## src/rtl/ival_pkg.sv

```systemverilog
package ival_pkg;
  localparam int unsigned BYTE_W = 8;
  typedef enum logic [1:0] {
    REG_CNT_LO = 2'd0,
    REG_CNT_HI = 2'd1,
    REG_LAT_LO = 2'd2,
    REG_LAT_HI = 2'd3
  } ival_reg_e;
endpackage

```

## src/rtl/ival_latch.sv

```systemverilog
module ival_latch #(
  parameter int unsigned BYTE_W = 8
) (
  input  logic              clk,
  input  logic              rst_n,
  input  logic              lo_we,
  input  logic              hi_we,
  input  logic [BYTE_W-1:0] din,
  output logic [BYTE_W-1:0] lat_lo,
  output logic [BYTE_W-1:0] lat_hi
);
  always_ff @(posedge clk or negedge rst_n) begin
    if (!rst_n) begin
      lat_lo <= '0;
      lat_hi <= '0;
    end else begin
      if (lo_we) lat_lo <= din;
      if (hi_we) lat_hi <= din;
    end
  end

  p_lo_hold_r1: assert property (@(posedge clk) disable iff (!rst_n)
    !lo_we |=> lat_lo == $past(lat_lo));
endmodule

```

## src/rtl/ival_counter.sv

```systemverilog
module ival_counter #(
  parameter int unsigned CNT_W = 16
) (
  input  logic             clk,
  input  logic             rst_n,
  input  logic             load,
  input  logic [CNT_W-1:0] load_val,
  input  logic [CNT_W-1:0] reload_val,
  input  logic             freerun,
  output logic [CNT_W-1:0] cnt,
  output logic             expire,
  output logic             timeout
);
  localparam logic [CNT_W-1:0] ALL_ONES = '1;
  localparam logic [CNT_W-1:0] ONE      = CNT_W'(1);

  logic armed;

  // A load on the same edge pre-empts the expiry of the old count.
  assign expire = armed && (cnt == '0) && !load;

  always_ff @(posedge clk or negedge rst_n) begin
    if (!rst_n) begin
      cnt     <= '0;
      armed   <= 1'b0;
      timeout <= 1'b0;
    end else begin
      timeout <= expire;
      if (load) begin
        cnt   <= load_val;
        armed <= 1'b1;
      end else begin
        if (freerun && cnt == ALL_ONES) cnt <= reload_val;
        else                            cnt <= cnt - ONE;
        if (expire && !freerun) armed <= 1'b0;
      end
    end
  end

  p_single_pulse_r4: assert property (@(posedge clk) disable iff (!rst_n)
    timeout |=> !timeout);
  p_decrement_r4: assert property (@(posedge clk) disable iff (!rst_n)
    (!load && !(freerun && cnt == ALL_ONES)) |=> cnt == $past(cnt) - ONE);
  p_reload_r6: assert property (@(posedge clk) disable iff (!rst_n)
    (!load && freerun && cnt == ALL_ONES) |=> cnt == $past(reload_val));
  p_disarm_r5: assert property (@(posedge clk) disable iff (!rst_n)
    (expire && !freerun) |=> !armed);
endmodule

```

## src/rtl/ival_wave.sv

```systemverilog
module ival_wave (
  input  logic clk,
  input  logic rst_n,
  input  logic load,
  input  logic hi_latch_wr,
  input  logic rd_lo,
  input  logic expire,
  input  logic freerun,
  output logic flag,
  output logic pb7
);
  always_ff @(posedge clk or negedge rst_n) begin
    if (!rst_n) begin
      flag <= 1'b0;
      pb7  <= 1'b1;
    end else begin
      // set beats clear
      if (expire)                            flag <= 1'b1;
      else if (load || hi_latch_wr || rd_lo) flag <= 1'b0;

      if (load)        pb7 <= 1'b0;
      else if (expire) pb7 <= freerun ? ~pb7 : 1'b1;
    end
  end

  p_flag_set_r8: assert property (@(posedge clk) disable iff (!rst_n)
    expire |=> flag);
  p_flag_hold_r8: assert property (@(posedge clk) disable iff (!rst_n)
    (!expire && !load && !hi_latch_wr && !rd_lo) |=> $stable(flag));
  p_pb7_oneshot_r7: assert property (@(posedge clk) disable iff (!rst_n)
    (expire && !freerun) |=> pb7);
  p_pb7_toggle_r7: assert property (@(posedge clk) disable iff (!rst_n)
    (expire && freerun) |=> pb7 != $past(pb7));
endmodule

```

## src/rtl/ival_timer.sv

```systemverilog
module ival_timer
  import ival_pkg::*;
#(
  parameter int unsigned CNT_W = 16
) (
  input  logic              clk,
  input  logic              rst_n,
  input  logic              wr_en,
  input  logic              rd_en,
  input  logic [1:0]        addr,
  input  logic [BYTE_W-1:0] wr_data,
  output logic [BYTE_W-1:0] rd_data,
  input  logic              freerun,
  input  logic              pb7_en,
  input  logic [BYTE_W-1:0] portb_pins,
  output logic [BYTE_W-1:0] portb_rd,
  output logic              timeout,
  output logic              flag,
  output logic              pb7
);
  localparam int unsigned HALF = CNT_W / 2;

  ival_reg_e reg_sel;
  logic [BYTE_W-1:0] lat_lo, lat_hi;
  logic [CNT_W-1:0]  cnt;
  logic              lo_we, hi_we, load, hi_latch_wr, rd_lo, expire;

  assign reg_sel     = ival_reg_e'(addr);
  assign lo_we       = wr_en && (reg_sel == REG_CNT_LO || reg_sel == REG_LAT_LO);
  assign load        = wr_en && (reg_sel == REG_CNT_HI);
  assign hi_latch_wr = wr_en && (reg_sel == REG_LAT_HI);
  assign hi_we       = load || hi_latch_wr;
  assign rd_lo       = rd_en && (reg_sel == REG_CNT_LO);

  ival_latch #(.BYTE_W(BYTE_W)) u_latch (
    .clk(clk), .rst_n(rst_n), .lo_we(lo_we), .hi_we(hi_we),
    .din(wr_data), .lat_lo(lat_lo), .lat_hi(lat_hi)
  );

  ival_counter #(.CNT_W(CNT_W)) u_counter (
    .clk(clk), .rst_n(rst_n), .load(load),
    .load_val({wr_data, lat_lo}), .reload_val({lat_hi, lat_lo}),
    .freerun(freerun), .cnt(cnt), .expire(expire), .timeout(timeout)
  );

  ival_wave u_wave (
    .clk(clk), .rst_n(rst_n), .load(load), .hi_latch_wr(hi_latch_wr),
    .rd_lo(rd_lo), .expire(expire), .freerun(freerun),
    .flag(flag), .pb7(pb7)
  );

  always_comb begin
    unique case (reg_sel)
      REG_CNT_LO: rd_data = cnt[HALF-1:0];
      REG_CNT_HI: rd_data = cnt[CNT_W-1:HALF];
      REG_LAT_LO: rd_data = lat_lo;
      default:    rd_data = lat_hi;
    endcase
  end

  assign portb_rd = pb7_en ? {pb7, portb_pins[BYTE_W-2:0]} : portb_pins;

  p_load_value_r2: assert property (@(posedge clk) disable iff (!rst_n)
    load |=> (cnt == {$past(wr_data), $past(lat_lo)}) && !pb7);
  p_flag_with_pulse_r4: assert property (@(posedge clk) disable iff (!rst_n)
    timeout |-> flag);
  p_hi_latch_r3: assert property (@(posedge clk) disable iff (!rst_n)
    hi_latch_wr |=> lat_hi == $past(wr_data));
endmodule

```

## config.mk

```make
export PLATFORM = sky130hd
export DESIGN_NAME = ival_timer
export DESIGN_NICKNAME = d
export VERILOG_FILES = /design/src/rtl/ival_pkg.sv /design/src/rtl/ival_latch.sv /design/src/rtl/ival_counter.sv /design/src/rtl/ival_wave.sv /design/src/rtl/ival_timer.sv
export SDC_FILE = /design/constraint.sdc
export NUM_CORES = 1
export LEC_CHECK = 0
export BUFFER_PORTS_ARGS = -buffer_cell sky130_fd_sc_hd__buf_2
export CAP_MARGIN = 0
export CORE_MARGIN = 10
export CORE_UTILIZATION = 51
export CTS_BUF_LIST = sky130_fd_sc_hd__clkbuf_4
export DETAILED_ROUTE_END_ITERATION = 8
export GPL_ROUTABILITY_DRIVEN = 0
export HOLD_SLACK_MARGIN = 0.08
export PLACE_DENSITY = 0.78
export SYNTH_ARGS = -nofsm -noshare
export SYNTH_HDL_FRONTEND = slang
export SYNTH_HIERARCHICAL = 1
export SYNTH_SLANG_ARGS = --single-unit
```

## constraint.sdc

```tcl
create_clock -name clk -period 1.95 [get_ports clk]
set_clock_uncertainty 0.2 [all_clocks]
set_input_delay 0.39 -clock clk [delete_from_list [all_inputs] [get_ports clk]]
set_output_delay 0.39 -clock clk [all_outputs]
set_load 0.01 [all_outputs]
```

==> results.ini <==
[detailed_routing]
drc = 0
drtPass1Iterations = 4
wire_per_inst_microns = 20.5
drt-total-wl_microns = 6550
vias = 1866
ant_nets = 0
drt-vias-per-instance = 5.85
drt_iter0_drc = 159

[synthesis]
ys_seq_elements = 36
synth_cell_types = 46
syn_area_sq_mm = 0.00218
syn-num-nets = 214
synth.area.top_cells = dfrtp_1 40%, mux2_4 11%, mux4_2 5.2%, xor2_1 4.0%, mux4_1 3.6%
synth_edf_count = 0
yosys_warnings = 6
yosysTopAreaCellShare = 0.402
syn_avg_cell_area_sq_um = 11.6
synthFlopType = dfrtp_1
syn_inst = 188
synth.largest_area_cell = dfrtp_1
seq_area_frac_synth = 0.414
async_flop_share = 1.00

[final_layout]
drive_gt1_frac = 0.599
fin_area_sq_mm = 0.00314
fillers = 247
final_cell_mix = 43 x buf_4, 30 x dfrtp_1, 21 x buf_2
num-nets-final = 294
final_util = 0.774
final_common_cell = buf_4
syn2layout_area_growth_pct = 44.0
n_antenna_cell = 0

[clocking]
clk_pin_slew_ns = 0.11
h-tree-depth = 2
cts_sinks = 36
cts_buffers = 5
clock_latency_ns = 0.36
clk_path_buf_depth = 2
cts_tree = done
ctsRootBufferMaster = clkbuf_4

[global_route]
use_met1 = 0.199
antenna_found_initial = 0
grt_max_degree = 32
grt-busiest-layer = met2
grt_overflow_total = 0
grt_use_total = 0.159
first_global_vias = 1850
use_met3 = 0.0459
grt_pass1_wl_microns = 9520
gr-usage-met2 = 0.257

[power]
internal_power_mw = 1.99
vdd_drop_max_mv = 0.544
seq_power_share = 0.350
p_sw_mw = 1.14
switching_share = 0.364
power_frac_clock = 0.127
leakage_nw = 1.37
p_comb_frac = 0.524
p_per_area_mw_per_mm2 = 994
power.total_mw = 3.12

[placed_design]
place_area_sq_mm = 0.00247
dp_hpwl_microns = 3640
port_buffers = 28

[setup_path]
worst-endpoint-required_ns = 1.36
critPathLaunchType = register
critPathCaptureType = output port
cp_max_fo = 2
critPathArrivalTime_ns = 1.50
critical_path_class = register to output port

[outcome]
status = finished with violations
violations = negative setup slack

[timing]
slew_headroom = 0.729
worstMarginPinSlew_ns = 0.407
min_period_ns = 2.09
final-hold-violation-count = 0
final.setup.tns_ns = -0.830
slew_violations = 0
finalSetupViolations = 16
finalWorstSetupSlack_ns = -0.138
fmax_mhz = 479
rsz0062_at_grt = yes
period_share = 1.07

[floorplan]
row_count = 23
core_area_sq_mm = 0.00406
die-area_sq_mm = 0.00729
fp.dieH_microns = 85.4
ios = 43
die_width_microns = 85.4
start_util = 0.537

[worst_hold_path]
hold_path.class = input port to register

[job]
maxCapViolCount = 0

[registers in the layout (all words and copies together), names as in the netlist]
register	flops
u_counter/armed	1
u_wave/pb7	1
u_latch/lat_hi	8
u_counter/cnt	16
u_wave/flag	1
u_counter/timeout	1
u_latch/lat_lo	8
[power by group through the flow]
stage          registers (mW)  logic [mW]  clock network (mW)
2_1_floorplan            1.12       0.599                   0
3_3_place_gp             1.15       0.916                   0
3_5_place_dp             1.16       0.937                   0
4_1_cts                  1.05        1.42               0.402
5_1_grt                  1.11        1.73               0.435
6_report                 1.09        1.63               0.395
[final cells by class]
cell class,count,area [sq um],share of cell area
clock inverter,3,13.8,0.00438
inverter,3,13.8,0.00438
timing repair buffer,91,773,0.246
clock buffer,5,37.5,0.0120
tap,50,62.6,0.0199
sequential,36,908,0.289
multi-input combinational,131,1330,0.424
[worst paths after layout]
check                           cells after the start  slack, ns              start                end
worst max-delay path                                3      -0.14  u_counter/cnt[15]         rd_data[7]
worst min-delay path                                3       0.09         wr_data[5]  u_counter/cnt[13]
worst max register to register                      7      -0.07   u_counter/cnt[1]   u_counter/cnt[7]
worst min register to register                      2       0.37    u_counter/armed    u_counter/armed
max in group asynchronous                           3       0.80              rst_n   u_counter/cnt[3]
min in group asynchronous                           2       0.28              rst_n        u_wave/flag
[critical path: stages, from the launching register on]
cell and delay [ns]:
dfrtp_1 0.42, buf_6 0.12, mux4_2 0.46, buf_6 0.14
[layer usage]
layer | vias to the layer above | wire [microns]
li1 | 848 | -
met1 | 938 | 2660
met2 | 61 | 3320
met3 | 19 | 393
met4 | 0 | 176
met5 | - | 0
[synth_stat cells, types with 5 or more instances]
cell type,number
mux2_4,16
o31ai_1,8
dfrtp_1,35
buf_4,8
nand4_1,6
nor2_1,15
mux4_2,5
xor2_1,10
nand2_1,18
[what timing repair did]
action | 4_1_cts | 5_1_grt
hold endpoints to repair | 26 | 0
pin swaps | 3 | 12
resized for setup | 26 | 39
endpoints found under the setup margin | 10 | 28
hold buffers | 6 | 0
gates cloned | 0 | 1
setup buffers | 29 | 6
[per-stage QoR]
step                      worst slack [ns]  hold WS (ns)  cells
after detailed placement           -0.0756         0.144    270
after floorplan                    -0.0249        -0.106    188
after global placement             -0.0585         0.138    270
after global routing                -0.185        0.0997    319
after CTS                           -0.141        0.0802    313
final                               -0.138        0.0899    319
[kinds of logic (layout without fill, tap and decap cells)]
group           Yosys count  after routing  synth area share
simple gates             68             68             0.176
flops                    36             36             0.414
mux                      26             26             0.208
compound gates           24             24            0.0826
buf+inv                  21            102            0.0648
xor+xnor                 11             11            0.0442
fa+ha+maj                 2              2            0.0115
(Power assumes the default switching activity.)
